File: src/rtl/ssp_pkg.sv
package ssp_pkg;
  typedef struct packed {
    logic tx;
    logic rx;
  } ssp_dir_t;
endpackage

File: src/rtl/ssp_clkgen.sv
module ssp_clkgen #(
  parameter int unsigned DIV = 8
) (
  input  logic clk_i,
  input  logic rst_ni,
  input  logic run_i,
  output logic sck_o,
  output logic fall_o,
  output logic rise_o
);
  localparam int unsigned HALF = DIV / 2;
  localparam int unsigned PW   = $clog2(DIV);

  logic [PW-1:0] ph_q;
  logic          sck_q;
  logic          active;

  // a low phase in progress always completes, so the line parks high
  assign active = run_i | ~sck_q;
  assign fall_o = run_i & sck_q & (ph_q == PW'(HALF - 1));
  assign rise_o = ~sck_q & (ph_q == PW'(DIV - 1));
  assign sck_o  = sck_q;

  always_ff @(posedge clk_i or negedge rst_ni) begin
    if (!rst_ni) begin
      ph_q  <= '0;
      sck_q <= 1'b1;
    end else begin
      if (!active)                    ph_q <= '0;
      else if (ph_q == PW'(DIV - 1))  ph_q <= '0;
      else                            ph_q <= ph_q + 1'b1;
      if (fall_o)      sck_q <= 1'b0;
      else if (rise_o) sck_q <= 1'b1;
    end
  end

  assert_clock_parks_R9: assert property (@(posedge clk_i) disable iff (!rst_ni)
    (!run_i && sck_q) |=> sck_q);
  assert_low_phase_ends_R8: assert property (@(posedge clk_i) disable iff (!rst_ni)
    $fell(sck_q) |-> ph_q == PW'(HALF));
endmodule

File: src/rtl/ssp_edge.sv
module ssp_edge (
  input  logic clk_i,
  input  logic rst_ni,
  input  logic sck_i,
  output logic rise_o,
  output logic fall_o
);
  logic s1_q, s2_q, prev_q;

  always_ff @(posedge clk_i or negedge rst_ni) begin
    if (!rst_ni) begin
      s1_q   <= 1'b1;
      s2_q   <= 1'b1;
      prev_q <= 1'b1;
    end else begin
      s1_q   <= sck_i;
      s2_q   <= s1_q;
      prev_q <= s2_q;
    end
  end

  assign rise_o = s2_q & ~prev_q;
  assign fall_o = ~s2_q & prev_q;
endmodule

File: src/rtl/ssp_shift.sv
module ssp_shift
  import ssp_pkg::*;
#(
  parameter int unsigned W = 8
) (
  input  logic         clk_i,
  input  logic         rst_ni,
  input  logic         tx_en_i,
  input  logic         rx_en_i,
  input  logic         wr_i,
  input  logic [W-1:0] wdata_i,
  input  logic         rd_i,
  input  logic         sck_idle_i,
  input  logic         rise_i,
  input  logic         fall_i,
  input  logic         si_i,
  output logic         busy_o,
  output logic [W-1:0] data_o,
  output logic         so_o,
  output logic         done_o
);
  localparam int unsigned CW = $clog2(W);

  logic [W-1:0]  sreg_q;
  logic [CW-1:0] cnt_q;
  logic          busy_q, done_q, so_q, rx_en_q;
  ssp_dir_t      dir_q;
  logic          start, abort;

  assign start = ~busy_q & sck_idle_i &
                 ((tx_en_i & wr_i) | (rx_en_i & ~tx_en_i & rd_i) | (rx_en_i & ~rx_en_q));
  assign abort = busy_q & ((dir_q.tx & ~tx_en_i) | (dir_q.rx & ~rx_en_i));

  always_ff @(posedge clk_i or negedge rst_ni) begin
    if (!rst_ni) begin
      sreg_q  <= '0;
      cnt_q   <= '0;
      busy_q  <= 1'b0;
      done_q  <= 1'b0;
      so_q    <= 1'b0;
      rx_en_q <= 1'b0;
      dir_q   <= '0;
    end else begin
      rx_en_q <= rx_en_i;
      done_q  <= 1'b0;
      if (!busy_q) begin
        if (wr_i) sreg_q <= wdata_i;
        if (start) begin
          busy_q   <= 1'b1;
          cnt_q    <= '0;
          dir_q.tx <= tx_en_i;
          dir_q.rx <= rx_en_i;
        end
      end else if (abort) begin
        busy_q <= 1'b0;
      end else begin
        if (fall_i) so_q <= sreg_q[W-1];
        if (rise_i) begin
          sreg_q <= {sreg_q[W-2:0], si_i};
          cnt_q  <= cnt_q + 1'b1;
          if (cnt_q == CW'(W - 1)) begin
            busy_q <= 1'b0;
            done_q <= 1'b1;
          end
        end
      end
    end
  end

  assign busy_o = busy_q;
  assign data_o = sreg_q;
  assign so_o   = so_q;
  assign done_o = done_q;

  assert_done_single_R7: assert property (@(posedge clk_i) disable iff (!rst_ni)
    done_q |=> !done_q);
  assert_done_after_last_bit_R6: assert property (@(posedge clk_i) disable iff (!rst_ni)
    done_q |-> $past(cnt_q) == CW'(W - 1) && $past(busy_q));
  assert_abort_silent_R11: assert property (@(posedge clk_i) disable iff (!rst_ni)
    abort |=> !busy_q && !done_q);
  assert_idle_holds_R10: assert property (@(posedge clk_i) disable iff (!rst_ni)
    (!busy_q && !wr_i) |=> $stable(sreg_q) && $stable(so_q));
endmodule

File: src/rtl/sync_serial_port.sv
module sync_serial_port #(
  parameter int unsigned DATA_W  = 8,
  parameter int unsigned CLK_DIV = 8
) (
  input  logic              clk_i,
  input  logic              rst_ni,
  input  logic              master_i,
  input  logic              tx_en_i,
  input  logic              rx_en_i,
  input  logic              wr_i,
  input  logic [DATA_W-1:0] wdata_i,
  input  logic              rd_i,
  output logic [DATA_W-1:0] rdata_o,
  input  logic              sck_i,
  output logic              sck_o,
  output logic              sck_oe_o,
  input  logic              si_i,
  output logic              so_o,
  output logic              so_oe_o,
  output logic              done_o
);
  logic busy, m_sck, m_rise, m_fall, s_rise, s_fall;
  logic rise, fall, sck_idle;

  ssp_clkgen #(.DIV(CLK_DIV)) u_clkgen (
    .clk_i  (clk_i),
    .rst_ni (rst_ni),
    .run_i  (master_i & busy),
    .sck_o  (m_sck),
    .fall_o (m_fall),
    .rise_o (m_rise)
  );

  ssp_edge u_edge (
    .clk_i  (clk_i),
    .rst_ni (rst_ni),
    .sck_i  (sck_i),
    .rise_o (s_rise),
    .fall_o (s_fall)
  );

  assign rise     = master_i ? m_rise : s_rise;
  assign fall     = master_i ? m_fall : s_fall;
  assign sck_idle = ~master_i | m_sck;

  ssp_shift #(.W(DATA_W)) u_shift (
    .clk_i      (clk_i),
    .rst_ni     (rst_ni),
    .tx_en_i    (tx_en_i),
    .rx_en_i    (rx_en_i),
    .wr_i       (wr_i),
    .wdata_i    (wdata_i),
    .rd_i       (rd_i),
    .sck_idle_i (sck_idle),
    .rise_i     (rise),
    .fall_i     (fall),
    .si_i       (si_i),
    .busy_o     (busy),
    .data_o     (rdata_o),
    .so_o       (so_o),
    .done_o     (done_o)
  );

  assign sck_o    = master_i ? m_sck : 1'b1;
  assign sck_oe_o = master_i;
  assign so_oe_o  = tx_en_i;

  assert_done_idles_clock_R7: assert property (@(posedge clk_i) disable iff (!rst_ni)
    (done_o && master_i) |-> m_sck);
endmodule

File: config.mk
export PLATFORM = sky130hd
export DESIGN_NAME = sync_serial_port
export DESIGN_NICKNAME = d
export VERILOG_FILES = /design/src/rtl/ssp_pkg.sv /design/src/rtl/ssp_clkgen.sv /design/src/rtl/ssp_edge.sv /design/src/rtl/ssp_shift.sv /design/src/rtl/sync_serial_port.sv
export SDC_FILE = /design/constraint.sdc
export NUM_CORES = 1
export LEC_CHECK = 0
export ABC_AREA = 1
export CAP_MARGIN = 10
export CORE_UTILIZATION = 47
export CTS_CLUSTER_DIAMETER = 100
export DETAILED_ROUTE_END_ITERATION = 8
export GPL_TIMING_DRIVEN = 1
export PLACE_DENSITY = 0.77
export SKIP_LAST_GASP = 1
export SYNTH_ARGS = -nofsm -noshare
export SYNTH_HDL_FRONTEND = slang
export SYNTH_SLANG_ARGS = --single-unit
File: constraint.sdc
create_clock -name clk_i -period 2.1 [get_ports clk_i]
set_clock_uncertainty 0.15 [all_clocks]
set_input_delay 0.42 -clock clk_i [delete_from_list [all_inputs] [get_ports clk_i]]
set_output_delay 0.42 -clock clk_i [all_outputs]
set_load 0.01 [all_outputs]
==> impl_results.md <==
* CTS Root Cell: clkbuf_4
* Layout cells sized above 1 at 13.0%
* GPL Wtd Cong at between 0.7 and 0.8
* Main flop type after synthesis: dfrtp_1
* Synth area leaders: dfrtp_1 41%, nand2_1 20%, dfstp_2 8.7%, nand3_1 6.6%, ha_1 5.2%
* # nets final at ~210
* Final setup viols at 0
* Reg clk slew, reported paths at between 100 and 150 ps
* Synth Area per Inst at slightly above 8 um2
* Count leader, synth: nand2_1
* Initial DRC count at 13
* Fin util at 64.5%
* PwrDens at 1260 mW/mm2
* DRC Markers at 0
* Final Max Tran Viols at 0
* P_leak at between 0.8 and 0.9 nW
* Hpwl dp at between 1500 and 2000 um
* Cell taking the most area after synthesis: dfrtp_1
* Busiest grt layer: met2
* Crit path kind: input port to output port
* Rel. slew slack at roughly three quarters
* CTS Hold Bufs at 0
* RSZ-0062 raised after global routing: no
* Fill cells at approximately 230
* Post-route ant nets at 0
* I/O pins at 30
* Post_cts resized at 1
* Worst min-delay path category: flip-flop to flip-flop
* Ys async rst share at 100%
* Crit-path slowest cell: clkdlybuf4s50_1
* Initial core utilization at around half
* Pre-Repair DR Iteration Count at 4
* Min Tclk post-route at 2040 ps
* Synth cell count leaders: 66 x nand2_1, 20 x dfrtp_1, 16 x nand3_1
* # Max-Cap Violations at 0
* Die area at roughly 0.0028 mm2
* Fmax at 490 MHz
* CP top delay family: buffers and inverters
* CP cell instances: clkdlybuf4s50_1 -> clkdlybuf4s50_1
* TritonCTS clock tree: built
* I/O Buffers at 29
* Yosys top cell area share at 41.4%
* Total Wirelength at 2420 um
* CTS buffer count at 3
* Fin. Hold Viols at 0
* Total Power at ~2 mW
* Register bit count reported by yosys at 24
* Largest net degree at the start of global routing at 25
* Worst-Skew Late Latency at 310 ps
* Via-per-instance ratio at ~4.8
* Syn nets at 170
* Min Hold Slack at between 200 and 250 ps
* CP dominant cell by count: clkdlybuf4s50_1
* Synthesis Warnings at 0
* Bufs and invs on worst path at 2
* Via count at around 1000
* Worst Path Max Fanout at 3
* Period utilisation layout at 97.2%
* Initial antenna violation count at 0
* Synth Cell Area at between 0.001 and 0.0015 mm2
* Setup TNS at 0 ps
* Mapped Cells at 148
* Critical Path End Type: output port
* CTS sink cnt at 24
* Core area at around 0.0025 mm2
* Overflow after GRT at 0
* Die H at 52.7 um
* Multi-input gate area at 499 um2
* Type of origin of the critical path: input port
* Layout Area Growth over Synthesis at 31.1%
* Antenna Cells at 0
* Post-synth EDFFs at 0
* FF/Latch Area at between 600 and 700 um2
* Maximum clock path buffer count at 2
* Rows at 18
* H-tree depth at 1
* First-pass GRT wire length at 4070 um
* Critical Path RT at between 1500 and 2000 ps
* Seq/Total Area, Yosys at between 50% and 60%
* Die Wd at about 53 um
* Arr. time, crit path at about 1500 ps
* Largest stage delay, worst path at around 550 ps
* GRT Total Usage at between 20 and 25%
* Worst-Margin Slew at ~390 ps
* Post-synth cell types at 21
* Vias in the first global route at ~1000
* GR Layer Usage met2 at between 30 and 40%
* Global routing usage on met3 at roughly 5.2%
* Highest ir drop seen on vdd at approximately 0.83 mV
* Status: completed
* Wire per inst at 11.3 um
* Met1 usage at 22.7%
* Post-CTS Setup Bufs at 0
[flip-flops by register name (all words and copies together) (netlist names)]
signal and flops:
u_shift.data_o 8, u_shift.dir_q 2, u_shift.busy_o 1, u_shift.so_o 1, u_shift.done_o 1, u_edge.s2_q 1, u_edge.s1_q 1, u_shift.rx_en_q 1
u_edge.prev_q 1, u_clkgen.sck_o 1, u_shift.cnt_q 3, u_clkgen.ph_q 3
[final timing paths]
check / startpoint / endpoint / slack (ps) / cells after the start
max reg2reg: u_clkgen.ph_q[0] / u_shift.cnt_q[0] / 460 / 9
min: u_edge.s1_q / u_edge.s2_q / 220 / 0
max: master_i / sck_oe_o / 60 / 2
min reg2reg: u_edge.s1_q / u_edge.s2_q / 220 / 0
min in group asynchronous: rst_ni / u_clkgen.ph_q[0] / 310 / 2
max in group asynchronous: rst_ni / u_edge.prev_q / 1200 / 2
[cell families (layout without fill, tap and decap cells)]
group | count (synthesis) | count (layout) | synth area share, %
buffers and inverters | 20 | 56 | 8.59
DFF | 24 | 24 | 50.1
adders and majority gates | 5 | 5 | 5.18
and+or+nand+nor | 93 | 93 | 32.9
AOI/OAI and AO/OA | 6 | 6 | 3.21
[power breakdown]
| group | switching (mW) | leakage (nW) | internal [mW] |
|---|---|---|---|
| clock | 0.130 | 0.0210 | 0.106 |
| combinational | 0.527 | 0.534 | 0.453 |
| sequential | 0.136 | 0.298 | 0.641 |
| total | 0.793 | 0.853 | 1.20 |
[cell usage in the layout (no fill, tap or decap), drive strengths merged]
| cell | instances |
|---|---|
| a21oi | 1 |
| buf | 8 |
| clkbuf | 4 |
| clkdlybuf4s50 | 28 |
| dfrtp | 20 |
| dfstp | 4 |
| dlygate4sd2 | 1 |
| ha | 5 |
| inv | 15 |
| nand2 | 69 |
| nand3 | 17 |
| nand4 | 1 |
| nor2 | 5 |
| o21a | 1 |
| o21ai | 3 |
| o31ai | 1 |
| or3 | 1 |
[metal layers]
metal  wire, um  vias up
met5          0        -
met3        112        2
met2       1230       27
met4         19        0
li1           -      529
met1       1060      476
[stage by stage]
step / instances / cell area [um2] / worst slack, ps
2_1_floorplan: 148 / 1210 / 576
3_3_place_gp: 210 / 1550 / 77.2
3_5_place_dp: 210 / 1550 / 42.2
4_1_cts: 214 / 1580 / 51.6
5_1_grt: 214 / 1580 / 3.14
6_report: 214 / 1580 / 58.7
[area by class of cell]
type	count	area share (%)
clock buffers	4	2.29
inverters	15	3.55
multi-input cells	104	31.5
flip-flops and latches	24	38.2
well taps	30	2.37
repair buffers	37	22.0
(Power assumes the default switching activity.)
